<file path="src/rtl/dma_seq_pkg.sv">
package dma_seq_pkg;

  typedef enum logic [1:0] {
    AM_HOLD = 2'b00,
    AM_INC  = 2'b01,
    AM_RSV2 = 2'b10,
    AM_RSV3 = 2'b11
  } amode_e;

  typedef enum logic [1:0] {
    SEL_SRC  = 2'd0,
    SEL_CNT  = 2'd1,
    SEL_CTL  = 2'd2,
    SEL_STAT = 2'd3
  } rsel_e;

  typedef struct packed {
    logic [1:0] size;
    amode_e     amode;
    logic       en;
  } ctl_t;

  localparam int CTL_W = $bits(ctl_t);

  // bytes moved per read for a size code; 0 for the illegal code
  function automatic logic [2:0] step_bytes(input logic [1:0] sz);
    case (sz)
      2'b00:   step_bytes = 3'd1;
      2'b01:   step_bytes = 3'd2;
      2'b10:   step_bytes = 3'd4;
      default: step_bytes = 3'd0;
    endcase
  endfunction

  function automatic logic cfg_illegal(input ctl_t c);
    cfg_illegal = c.amode[1] | (c.size == 2'b11);
  endfunction

endpackage

</file>
<file path="src/rtl/dma_addr_step.sv">
module dma_addr_step
  import dma_seq_pkg::*;
#(
  parameter int ADDR_W = 32
) (
  input  logic              clk,
  input  logic              rst_n,
  input  logic              load,
  input  logic [ADDR_W-1:0] load_val,
  input  logic              adv,
  input  amode_e            amode,
  input  logic [1:0]        size,
  output logic [ADDR_W-1:0] addr
);

  logic [ADDR_W-1:0] step_ext;

  assign step_ext = {{(ADDR_W-3){1'b0}}, step_bytes(size)};

  always_ff @(posedge clk or negedge rst_n) begin
    if (!rst_n) begin
      addr <= '0;
    end else if (load) begin
      addr <= load_val;
    end else if (adv && amode == AM_INC) begin
      addr <= addr + step_ext;
    end
  end

endmodule

</file>
<file path="src/rtl/dma_byte_cnt.sv">
module dma_byte_cnt
  import dma_seq_pkg::*;
#(
  parameter int CNT_W = 16
) (
  input  logic             clk,
  input  logic             rst_n,
  input  logic             clr,
  input  logic             load,
  input  logic [CNT_W-1:0] load_val,
  input  logic             dec,
  input  logic [1:0]       size,
  output logic [CNT_W-1:0] cnt,
  output logic             hits_zero
);

  logic [CNT_W-1:0] step_ext;

  assign step_ext  = {{(CNT_W-3){1'b0}}, step_bytes(size)};
  assign hits_zero = dec && (cnt <= step_ext);

  always_ff @(posedge clk or negedge rst_n) begin
    if (!rst_n) begin
      cnt <= '0;
    end else if (clr) begin
      cnt <= '0;
    end else if (load) begin
      cnt <= load_val;
    end else if (dec) begin
      cnt <= hits_zero ? '0 : cnt - step_ext;
    end
  end

endmodule

</file>
<file path="src/rtl/dma_stat_flags.sv">
module dma_stat_flags (
  input  logic       clk,
  input  logic       rst_n,
  input  logic       clr_all,
  input  logic       set_inv,
  input  logic       set_asc,
  input  logic       set_te,
  input  logic       set_tc,
  input  logic       w1c_we,
  input  logic [4:0] w1c_bits,
  output logic       flg_inv,
  output logic       flg_asc,
  output logic       flg_te,
  output logic       flg_tc
);

  logic clr_inv, clr_asc, clr_te;

  assign clr_inv = w1c_we && w1c_bits[4];
  assign clr_asc = w1c_we && w1c_bits[3];
  assign clr_te  = w1c_we && w1c_bits[1];

  always_ff @(posedge clk or negedge rst_n) begin
    if (!rst_n) begin
      flg_inv <= 1'b0;
      flg_asc <= 1'b0;
      flg_te  <= 1'b0;
      flg_tc  <= 1'b0;
    end else if (clr_all) begin
      flg_inv <= 1'b0;
      flg_asc <= 1'b0;
      flg_te  <= 1'b0;
      flg_tc  <= 1'b0;
    end else begin
      flg_inv <= set_inv | (flg_inv & ~clr_inv);
      flg_asc <= set_asc | (flg_asc & ~clr_asc);
      flg_te  <= set_te  | (flg_te  & ~clr_te);
      flg_tc  <= set_tc  | flg_tc;
    end
  end

endmodule

</file>
<file path="src/rtl/dma_src_seq.sv">
module dma_src_seq
  import dma_seq_pkg::*;
#(
  parameter int DATA_W = 32,
  parameter int CNT_W  = 16
) (
  input  logic              clk,
  input  logic              rst_n,
  input  logic              mod_rst,
  input  logic              reg_we,
  input  logic [1:0]        reg_sel,
  input  logic [DATA_W-1:0] reg_wdata,
  output logic [DATA_W-1:0] reg_rdata,
  input  logic              xfer_req,
  input  logic              bus_err,
  output logic              rd_valid,
  output logic [DATA_W-1:0] rd_addr
);

  localparam int PAD_CNT = DATA_W - CNT_W;
  localparam int PAD_CTL = DATA_W - CTL_W;

  ctl_t             ctl_q;
  logic [DATA_W-1:0] src_addr;
  logic [CNT_W-1:0]  cnt;
  logic              flg_inv, flg_asc, flg_te, flg_tc;

  // named internal events
  logic blocked, cfg_bad, rd_ok, rd_fail, cnt_zero_evt;
  logic wr_src, wr_cnt, wr_ctl, wr_stat, ctl_write_bad;

  assign wr_src  = reg_we && reg_sel == SEL_SRC;
  assign wr_cnt  = reg_we && reg_sel == SEL_CNT;
  assign wr_ctl  = reg_we && reg_sel == SEL_CTL;
  assign wr_stat = reg_we && reg_sel == SEL_STAT;

  assign ctl_write_bad = wr_ctl && cfg_illegal(ctl_t'(reg_wdata[CTL_W-1:0]));
  assign blocked       = flg_inv | flg_asc | flg_te;
  assign cfg_bad       = cfg_illegal(ctl_q);

  assign rd_valid = xfer_req && ctl_q.en && !cfg_bad && (cnt != '0) && !blocked;
  assign rd_addr  = src_addr;
  assign rd_ok    = rd_valid && !bus_err;
  assign rd_fail  = rd_valid && bus_err;

  always_ff @(posedge clk or negedge rst_n) begin
    if (!rst_n) begin
      ctl_q <= '0;
    end else if (wr_ctl) begin
      ctl_q <= ctl_t'(reg_wdata[CTL_W-1:0]);
    end
  end

  dma_addr_step #(.ADDR_W(DATA_W)) u_addr (
    .clk     (clk),
    .rst_n   (rst_n),
    .load    (wr_src),
    .load_val(reg_wdata),
    .adv     (rd_ok),
    .amode   (ctl_q.amode),
    .size    (ctl_q.size),
    .addr    (src_addr)
  );

  dma_byte_cnt #(.CNT_W(CNT_W)) u_cnt (
    .clk      (clk),
    .rst_n    (rst_n),
    .clr      (mod_rst),
    .load     (wr_cnt),
    .load_val (reg_wdata[CNT_W-1:0]),
    .dec      (rd_ok),
    .size     (ctl_q.size),
    .cnt      (cnt),
    .hits_zero(cnt_zero_evt)
  );

  dma_stat_flags u_flags (
    .clk     (clk),
    .rst_n   (rst_n),
    .clr_all (mod_rst),
    .set_inv (ctl_write_bad),
    .set_asc (cnt_zero_evt),
    .set_te  (rd_fail),
    .set_tc  (rd_ok),
    .w1c_we  (wr_stat),
    .w1c_bits(reg_wdata[4:0]),
    .flg_inv (flg_inv),
    .flg_asc (flg_asc),
    .flg_te  (flg_te),
    .flg_tc  (flg_tc)
  );

  always_comb begin
    case (reg_sel)
      SEL_SRC: reg_rdata = src_addr;
      SEL_CNT: reg_rdata = {{PAD_CNT{1'b0}}, cnt};
      SEL_CTL: reg_rdata = {{PAD_CTL{1'b0}}, ctl_q};
      default: reg_rdata = {{(DATA_W-5){1'b0}}, flg_inv, flg_asc, 1'b0, flg_te, flg_tc};
    endcase
  end

endmodule

</file>
<file path="config.mk">
export PLATFORM = sky130hd
export DESIGN_NAME = dma_src_seq
export DESIGN_NICKNAME = d
export VERILOG_FILES = /design/src/rtl/dma_seq_pkg.sv /design/src/rtl/dma_addr_step.sv /design/src/rtl/dma_byte_cnt.sv /design/src/rtl/dma_stat_flags.sv /design/src/rtl/dma_src_seq.sv
export SDC_FILE = /design/constraint.sdc
export NUM_CORES = 1
export LEC_CHECK = 0
export BUFFER_PORTS_ARGS = -buffer_cell sky130_fd_sc_hd__buf_2
export CAP_MARGIN = 20
export CORE_AREA = 2 2 109 132
export DETAILED_ROUTE_END_ITERATION = 7
export DIE_AREA = 0 0 111 134
export MAX_ROUTING_LAYER = met4
export SYNTH_ARGS = -nofsm -noshare
export SYNTH_HDL_FRONTEND = slang
export SYNTH_HIERARCHICAL = 1
export SYNTH_SLANG_ARGS = --single-unit
</file>
<file path="constraint.sdc">
create_clock -name clk -period 2.9 [get_ports clk]
set_clock_uncertainty 0.15 [all_clocks]
set_input_delay 0.435 -clock clk [delete_from_list [all_inputs] [get_ports clk]]
set_output_delay 0.435 -clock clk [all_outputs]
set_load 0.02 [all_outputs]
</file>
Yosys cells after proc, flatten, opt, wreduce, memory -nomap -nowiden
Index checks and enable logic that the tools add are counted.

word-level totals
  input bits = 40
  output and inout port bits = 65
  bits in registers = 57
  word-level logic and storage cells = 70

cells by class
  bitwise gates (word level) = 14
  order comparisons = 1
  equality and inequality tests = 8
  add/subtract/negate cells = 2
  reductions and logical operators = 24
  multiplexer cells = 12

operators with widths
  kind                                           count
  one-hot mux 32 bit (3 select lines)            1
  2-to-1 mux 16 bit                              4
  2-to-1 mux 32 bit                              2
  adder 32 x 3 -> 32 bit                         1
  <= comparator 16 x 3 -> 1 bit                  1
  logical AND 1 bit                              16
  nonzero test 16 bit                            1
  subtractor 16 x 3 -> 16 bit                    1
  == test 2 bit, second input constant           5
  one-hot mux 3 bit (3 select lines)             1
  OR 1 bit                                       8
  == test 2 x 1 -> 1 bit, second input constant  3
  logical NOT 2 bit                              2
  2-to-1 mux 1 bit                               4
  bitwise AND 1 bit                              3
  logical NOT 1 bit                              3
  inverter 1 bit                                 3
  nonzero test 3 bit                             1
  nonzero test 2 bit                             1

Longest topological paths before layout
Gate-level depths: netlist of run 1.

  depth in word-level cells = 12
  gate-level depth with buffers = 10
  mapped depth without buffers = 9

Modules after synthesis
The synthesis of run 1 kept the hierarchy.

by module, submodules not included
  module          cells each  seq. area each (µm²)  instances  area an instance (µm²)
  dma_addr_step   218         800.8                 1          1,970.6
  dma_byte_cnt    124         400.4                 1          1,133.6
  dma_src_seq     79          125.1                 1          718.2
  dma_stat_flags  15          100.1                 1          156.4

Worst setup path before layout of run 1
Ideal clock, no wire load.

  kind = reg2reg
  start = register u_flags.flg_te
  end = register u_addr.addr[30]
  slack = -0.024 ns
  data arrival time = 2.645 ns
  period minus slack after synthesis = 2.924 ns
  stages on the path, launching flop included = 9
  path through = dfrtp_1 -> nor4b_1 -> nand4b_1 -> nor3_1 -> nand3b_2 -> or4_1 -> nor4_2 -> xnor2_1 -> o21ai_1

between the ends
  word-level cells in the longest chain between the ends = 6

ends and longest elaborated chain
  what                          RTL line              text
  start: declaration            dma_stat_flags.sv:13  output logic flg_te,
  start signal: assignment      dma_stat_flags.sv:37  flg_te <= set_te | (flg_te & ~clr_te);
  OR 1 bit                      dma_src_seq.sv:38     assign blocked = flg_inv | flg_asc | flg_te;
  logical NOT 1 bit             dma_src_seq.sv:41     assign rd_valid = xfer_req && ctl_q.en && !cfg_bad && (cnt != '0) && !blocked;
  logical AND 1 bit             dma_src_seq.sv:41
  logical AND 1 bit             dma_src_seq.sv:43     assign rd_ok = rd_valid && !bus_err;
  via rd_ok                     dma_src_seq.sv:29     logic blocked, cfg_bad, rd_ok, rd_fail, cnt_zero_evt;
  logical AND 1 bit             dma_addr_step.sv:25   end else if (adv && amode == AM_INC) begin
  nonzero test 2 bit (no line)  n/a
  end signal: assignment        dma_addr_step.sv:24   addr <= load_val;
  end signal: assignment        dma_addr_step.sv:26   addr <= addr + step_ext;
  end: declaration              dma_addr_step.sv:13   output logic [ADDR_W-1:0] addr

The timed path passes the listed nets, and every way through them passes these cells.
A chain may end at the register's enable or synchronous reset.

Worst setup path after layout of run 1
  start = register ctl_q[3] (netlist name)
  end = register u_cnt.cnt[4]

between the ends
  word-level cells in the longest chain between the ends = 12
  elaborated cells on any way between the ends = 19
  classes of those cells = 1 x add/sub; 1 x order compare; 3 x eq/ne; 5 x mux; 1 x bitwise; 8 x reduce/logical

ends and longest elaborated chain
  what                                                                   RTL line            text
  start: declaration                                                     dma_src_seq.sv:23   ctl_t ctl_q;
  start signal: assignment                                               dma_src_seq.sv:50   ctl_q <= ctl_t'(reg_wdata[CTL_W-1:0]);
  branches (longest 7 deep; another with <= comparator 16 x 3 -> 1 bit)  n/a
  logical AND 1 bit (*)                                                  dma_byte_cnt.sv:20  assign hits_zero = dec && (cnt <= step_ext);
  via cnt_zero_evt                                                       dma_src_seq.sv:29
  2-to-1 mux 16 bit (*)                                                  dma_byte_cnt.sv:30  cnt <= hits_zero ? '0 : cnt - step_ext;
  2-to-1 mux 16 bit (*)                                                  dma_byte_cnt.sv:29  end else if (dec) begin
  2-to-1 mux 16 bit (*)                                                  dma_byte_cnt.sv:27  end else if (load) begin
  2-to-1 mux 16 bit (*)                                                  dma_byte_cnt.sv:25  end else if (clr) begin
  end signal: assignment                                                 dma_byte_cnt.sv:28  cnt <= load_val;
  end signal: assignment                                                 dma_byte_cnt.sv:30
  end: declaration                                                       dma_byte_cnt.sv:13  output logic [CNT_W-1:0] cnt,

Mark *: on every way through the listed nets, which the timed path passes. The select of a mux whose other input is x is not followed.

==> results.py, run 1 <==
metrics = {
    "synthesis": {
        "synth-seq-cells": 57,
        "synth_area_leaders": "dfrtp_1 (36%), xnor2_1 (5.5%), nand2_1 (4.9%)",
        "synthFlopType": "dfrtp_1",
        "netlist_instances": 436,
        "synth.cell_area_sq_mm": 0.00398,
        "yosys_warnings": 6,
        "async_reset_ff_frac": 1.00,
        "netlist-cell-type-count": 62,
        "synth_top_area_cell": "dfrtp_1",
        "synth_seq_area_share": 0.358,
        "avgSynthCellArea_sq_um": 9.13,
        "synth_top_area_frac": 0.358,
        "yosysMostFrequentCell": "dfrtp_1",
        "synth_edf_count": 0,
        "synth_nets": 484,
        "synth_commonest_cells": "dfrtp_1 (57), nand2_1 (52), nor2_1 (35)",
    },
    "floorplan": {
        "rows": 47,
        "die_area_sq_mm": 0.0149,
        "die_y_microns": 134,
        "fp.coreArea_sq_mm": 0.0136,
        "pin_count": 105,
        "start_util": 0.293,
        "die_x_microns": 111,
    },
    "drt": {
        "drt_drc_violations_left": 0,
        "drtIter0Drc": 299,
        "drt-total-wl_microns": 12900,
        "num_vias": 3858,
        "drtAntennaViolNets": 0,
        "viasPerCell": 5.34,
        "drt-pass1-iter-count": 5,
        "wl_per_cell_microns": 17.8,
    },
    "clock_tree": {
        "clockRootBuffer": "clkbuf_16",
        "clock_latency_ns": 0.34,
        "cts_buffers": 9,
        "clkTransAtPathRegs_ns": 0.06,
        "cts_sinks": 57,
        "max-clock-path-buffers": 2,
        "cts_tree": "done",
        "cts_max_level": 3,
    },
    "layout": {
        "syn2layout_area_growth_pct": 27.5,
        "final-instance-count-excl-fill": 723,
        "finalNetCount": 595,
        "stdcell_area_sq_mm": 0.00507,
        "diodes": 0,
        "drive_gt1_frac": 0.322,
        "n_fill_cell": 1366,
    },
    "placed_design": {
        "hpwl_microns": 9810,
        "dp_slack_ns": 0.0598,
        "placed_area_sq_mm": 0.00474,
        "port_buffers": 104,
        "gp_congestion": 0.903,
        "place_inst": 706,
    },
    "hold_path": {
        "hold_class": "in2async",
    },
    "run_status": {
        "failed_checks": "negative hold slack",
        "status": "complete, but fails checks",
    },
    "critical_path": {
        "crit_arrival_ns": 2.84,
        "worstPathRequired_ns": 2.95,
        "critical_path_class": "reg2reg",
        "rr_endpoint": "u_cnt/cnt[4]$_DFFE_PN0P_",
        "regToRegStartpoint": "ctl_q[3]$_DFFE_PN0P_",
        "path_cells": "nor2_1 -> ha_1 -> inv_1 -> fa_1 -> a21oi_1 -> buf_4 -> a31o_2 -> and4_2 -> nand2b_1 -> o21ai_0",
        "worst-r2r-setup-slack_ns": 0.11,
        "crit_path_max_incr_delay_ns": 0.42,
        "cp_top_family": "simple AND/OR/NAND/NOR gates",
        "cp-end-kind": "flip-flop",
        "crit_fanout": 5,
        "cp_num_buf_inv": 2,
        "cp-start-kind": "flip-flop",
        "reg2reg_depth": 10,
        "cp_slowest_cell": "fa_1",
    },
    "sta": {
        "min_period_over_period": 0.963,
        "setup_tns_ns": 0,
        "worstMarginPinSlew_ns": 0.660,
        "final.setup.worst_slack_ns": 0.107,
        "relSlewSlack": 0.560,
        "rsz0062_at_grt": "false",
        "finalHoldViolations": 24,
        "fmaxAchievable_ghz": 0.358,
        "min_period_ns": 2.79,
        "hold_slack_ns": -0.0304,
        "maxSlewViolCount": 0,
        "finalSetupViolCount": 0,
    },
    "grt": {
        "antenna_found_initial": 0,
        "grt_pass1_vias": 3810,
        "track_usage": 0.179,
        "busiest_layer": "met2",
        "grt_max_degree": 34,
        "use_met2": 0.305,
        "grt.met3_usage": 0.0362,
        "grtUsageMet1": 0.204,
        "gr-total-overflow": 0,
        "grt_pass1_wl_microns": 20300,
    },
    "pwr": {
        "seqPwrFrac": 0.342,
        "p_int_w": 0.00203,
        "peakVddDrop_uv": 217,
        "p_per_area_mw_per_mm2": 625,
        "p_clk_frac": 0.345,
        "comb_power_share": 0.313,
        "p_switching_w": 0.00114,
        "p_leak_nw": 2.27,
        "switching_share": 0.361,
    },
    "run": {
        "cap_violations": 0,
    },
}
[per-stage QoR]
stage                     utilization  total power (W)
after global placement          0.349          0.00206
final                           0.373          0.00317
after global routing            0.373          0.00333
after CTS                       0.372          0.00318
after floorplan                     -          0.00170
after detailed placement        0.349          0.00208
[sequential cells by signal, indices dropped and copies added (netlist names)]
register         count
u_addr/addr         32
u_cnt/cnt           16
u_flags/flg_te       1
ctl_q                5
u_flags/flg_asc      1
u_flags/flg_inv      1
u_flags/flg_tc       1
[final cells by class]
| cell class | count | area, sq um | share of cell area |
|---|---|---|---|
| timing repair buffer | 122 | 668 | 0.132 |
| multi-input combinational | 349 | 2430 | 0.478 |
| sequential | 57 | 1430 | 0.281 |
| inverter | 8 | 30.0 | 0.00592 |
| clock inverter | 4 | 51.3 | 0.0101 |
| tap | 171 | 214 | 0.0422 |
| clock buffer | 12 | 256 | 0.0506 |
[worst max path at each step]
stage,start,to,slack (ns),cells after the start
3_3_place_gp,xfer_req,u_addr/addr[30]$_DFFE_PN0P_,0.13,9
2_1_floorplan,u_flags/flg_te$_DFF_PN0_,u_addr/addr[30]$_DFFE_PN0P_,0.17,8
5_1_grt,u_flags/flg_te$_DFF_PN0_,u_addr/addr[26]$_DFFE_PN0P_,0.009,8
4_1_cts,u_flags/flg_te$_DFF_PN0_,u_addr/addr[30]$_DFFE_PN0P_,0.11,8
3_5_place_dp,xfer_req,u_addr/addr[30]$_DFFE_PN0P_,0.06,9
6_report,ctl_q[3]$_DFFE_PN0P_,u_cnt/cnt[4]$_DFFE_PN0P_,0.11,10
[layer usage]
layer | up-vias | share of wire
met5 | - | 0
met4 | 0 | 0.030
met3 | 31 | 0.062
met2 | 173 | 0.51
met1 | 1841 | 0.39
li1 | 1813 | -
[repair_timing]
action                                  4_1_cts  5_1_grt
setup buffers                                 0        1
hold buffers                                  0        0
endpoints found under the hold margin         0        0
endpoints found under the setup margin        0       13
resized for setup                             0        3
[power by group through the flow]
stage	combinational [W]	sequential [W]	clock [W]
after floorplan	0.000562	0.00114	0
after global placement	0.000966	0.00109	0
after detailed placement	0.000980	0.00110	0
after CTS	0.000987	0.00108	0.00111
after global routing	0.00107	0.00111	0.00115
final	0.000991	0.00108	0.00110
[placed cells by master, fill, tap and decap left out, types with 3 or more instances in the layout]
cell type and instances:
a21oi_1 7, a22oi_1 7, a311oi_1 3, a31o_2 4, and2_1 18, and3_1 10, buf_2 104, buf_4 17
clkbuf_16 9, dfrtp_1 57, ha_1 6, inv_1 8, mux2_2 7, mux2i_1 18, mux4_2 4, nand2_1 52
nand2b_1 4, nand3_1 13, nand4_1 7, nor2_1 35, nor2b_1 6, nor3_1 9, nor3b_1 4, nor4_1 8
nor4_2 8, o21ai_0 29, o21ai_1 7, o22ai_1 7, o31ai_1 3, or4_4 3, xnor2_1 25, xor2_1 8
[cell families after synthesis]
family | share of synthesized area
AND/OR/NAND/NOR | 0.297
multiplexers | 0.0906
flip-flops | 0.358
buffers and inverters | 0.0365
AO/OA/AOI/OAI | 0.116
XOR/XNOR | 0.0726
adder cells (fa/ha/maj) | 0.0289
No activity file was read; power rests on OpenSTA's default activity.
==> run 2: changes to the inputs <==
--- a/config.mk
+++ b/config.mk
@@ -5,12 +5,13 @@
 export SDC_FILE = /design/constraint.sdc
 export NUM_CORES = 1
 export LEC_CHECK = 0
-export BUFFER_PORTS_ARGS = -buffer_cell sky130_fd_sc_hd__buf_2
 export CAP_MARGIN = 20
-export CORE_AREA = 2 2 109 132
+export CORE_AREA = 2 2 79 96
 export DETAILED_ROUTE_END_ITERATION = 7
-export DIE_AREA = 0 0 111 134
+export DIE_AREA = 0 0 81 98
+export DONT_BUFFER_PORTS = 1
 export MAX_ROUTING_LAYER = met4
+export PLACE_DENSITY = 0.75
 export SYNTH_ARGS = -nofsm -noshare
 export SYNTH_HDL_FRONTEND = slang
 export SYNTH_HIERARCHICAL = 1
==> run 2 against run 1 <==
  * The run now ends clean
  * Combinational power is 20% lower
  * First-iteration DRC count is 6.0% higher
  * Fmax is 1.8% higher
  * Sequential share of layout area is 3.9 points higher
  * Core utilization is 26 points higher
  * Register-to-register slack better by 0.05 ns
  * Critical path depth is 2 lower
  * Total power is 12% lower
  * Die area is 47% lower
  * Critical path type unchanged
  * Critical endpoint is now u_cnt/cnt[14]$_DFFE_PN0P_
  * Largest power group is now sequential cells
==> results.py, run 2 (synthesis gave the netlist of run 1 again) <==
metrics = {
    "run_status": {
        "status": "completed",
    },
    "grt": {
        "antenna_found_initial": 0,
        "grt.met3_usage": 0.0813,
        "grt_pass1_vias": 3492,
        "gr-total-overflow": 0,
        "use_met2": 0.464,
        "grt_max_degree": 58,
        "busiest_layer": "met2",
        "grt_pass1_wl_microns": 18100,
        "grtUsageMet1": 0.385,
        "track_usage": 0.306,
    },
    "critical_path": {
        "cp-end-kind": "flip-flop",
        "worst-r2r-setup-slack_ns": 0.16,
        "cp-start-kind": "flip-flop",
        "crit_fanout": 15,
        "critical_path_class": "reg2reg",
        "crit_arrival_ns": 2.83,
        "worstPathRequired_ns": 2.98,
    },
    "floorplan": {
        "fp.coreArea_sq_mm": 0.00706,
        "pin_count": 105,
        "die_x_microns": 81,
        "die_y_microns": 98,
        "die_area_sq_mm": 0.00794,
        "rows": 34,
        "start_util": 0.563,
    },
    "drt": {
        "num_vias": 3518,
        "drtAntennaViolNets": 0,
        "drt-total-wl_microns": 11300,
        "drt_drc_violations_left": 0,
        "wl_per_cell_microns": 20.8,
        "drt-pass1-iter-count": 5,
        "drtIter0Drc": 317,
        "viasPerCell": 6.48,
    },
    "layout": {
        "largest_reg_flops": 32,
        "multiInputGateArea_sq_mm": 0.00244,
        "finalNetCount": 496,
        "syn2layout_area_growth_pct": 11.9,
        "layout_common_cells": "dfrtp_1 (57), nand2_1 (52), nor2_1 (35), o21ai_0 (29), xnor2_1 (25)",
        "stdcell_area_sq_mm": 0.00445,
        "n_fill_cell": 604,
        "diodes": 0,
        "regMostFlops": "u_addr/addr",
        "final-seq-area_sq_mm": 0.00143,
        "drive_gt1_frac": 0.174,
        "layout_commonest_cell": "dfrtp_1",
        "largestRegisters": "u_addr/addr (32), u_cnt/cnt (16), ctl_q (5)",
    },
    "hold_path": {
        "hold_class": "in2reg",
    },
    "sta": {
        "final.setup.worst_slack_ns": 0.157,
        "setup_tns_ns": 0,
        "maxSlewViolCount": 0,
        "min_period_ns": 2.74,
        "fmaxAchievable_ghz": 0.365,
        "finalHoldViolations": 0,
        "worstMarginPinSlew_ns": 0.645,
        "min_period_over_period": 0.946,
        "relSlewSlack": 0.568,
        "finalSetupViolCount": 0,
    },
    "clock_tree": {
        "clkTransAtPathRegs_ns": 0.07,
        "cts_sinks": 57,
        "clockRootBuffer": "clkbuf_8",
        "cts_tree": "done",
        "max-clock-path-buffers": 2,
        "cts_max_level": 3,
        "cts_buffers": 9,
        "clock_latency_ns": 0.35,
    },
    "pwr": {
        "p_per_area_mw_per_mm2": 630,
        "peakVddDrop_uv": 346,
        "p_leak_nw": 1.81,
    },
    "placed_design": {
        "gp_congestion": 0.951,
        "placed_area_sq_mm": 0.00414,
        "port_buffers": 0,
        "dp_slack_ns": 0.150,
        "hpwl_microns": 8070,
    },
    "run": {
        "cap_violations": 0,
    },
}
run 2: cell count changes in the layout (fill, tap and decap cells not counted), moves of 2 or more:
cell	delta
buf_2	-104
buf_4	+2
clkbuf_16	-9
clkbuf_8	+9
dlygate4sd3_1	+2
run 2: area by class of cell:
class,instances,share of cell area
tap,90,0.0253
inverter,8,0.00675
clock inverter,5,0.0174
multi-input combinational,349,0.549
clock buffer,11,0.0340
timing repair buffer,23,0.0472
sequential,57,0.320
run 2: timing repair:
action / in CTS / in global routing
setup endpoints to repair: 0 / 21
endpoints found under the hold margin: 61 / 0
gates resized for setup: 0 / 5
hold buffers: 3 / 0
setup buffers: 0 / 1
run 2: power breakdown:
part / internal [W] / switching, W / total [W]
registers: 0.000900 / 0.000237 / 0.00114
logic: 0.000342 / 0.000450 / 0.000792
clock network: 0.000528 / 0.000347 / 0.000874
total: 0.00177 / 0.00103 / 0.00280
run 2: worst max-delay path, stage by stage, from the launching register on:
cell      delay, ns
dfrtp_1        0.40
nor4b_1        0.34
nand4b_1       0.23
nor3_4         0.23
buf_4          0.26
nand2_1        0.13
or3b_1         0.40
mux2_1         0.32
a22o_1         0.18
run 2: path summary, 6_finish.rpt:
kind | from | end | cells after the start
worst max-delay path | u_flags/flg_te$_DFF_PN0_ | u_cnt/cnt[14]$_DFFE_PN0P_ | 8
worst min-delay path | mod_rst | u_cnt/cnt[5]$_DFFE_PN0P_ | 1
worst max register to register | u_flags/flg_te$_DFF_PN0_ | u_cnt/cnt[14]$_DFFE_PN0P_ | 8
worst min register to register | u_flags/flg_tc$_DFF_PN0_ | u_flags/flg_tc$_DFF_PN0_ | 2
max in group asynchronous | rst_n | u_cnt/cnt[8]$_DFFE_PN0P_ | 2
min in group asynchronous | rst_n | u_addr/addr[20]$_DFFE_PN0P_ | 2
run 2: through the flow:
| stage | hold WS, ns | std cells | util | power [W] |
|---|---|---|---|---|
| 2_1_floorplan | -0.0106 | 436 | - | 0.00170 |
| 3_3_place_gp | -0.00886 | 523 | 0.586 | 0.00187 |
| 3_5_place_dp | -0.00898 | 523 | 0.586 | 0.00190 |
| 4_1_cts | 0.0213 | 542 | 0.625 | 0.00279 |
| 5_1_grt | 0.0142 | 543 | 0.630 | 0.00295 |
| 6_report | 0.0235 | 543 | 0.630 | 0.00280 |
run 2: metal layers:
metal / part of all wire / wire length, microns
met5: 0 / 0
met4: 0.024 / 276
met3: 0.092 / 1040
met2: 0.48 / 5480
met1: 0.40 / 4520
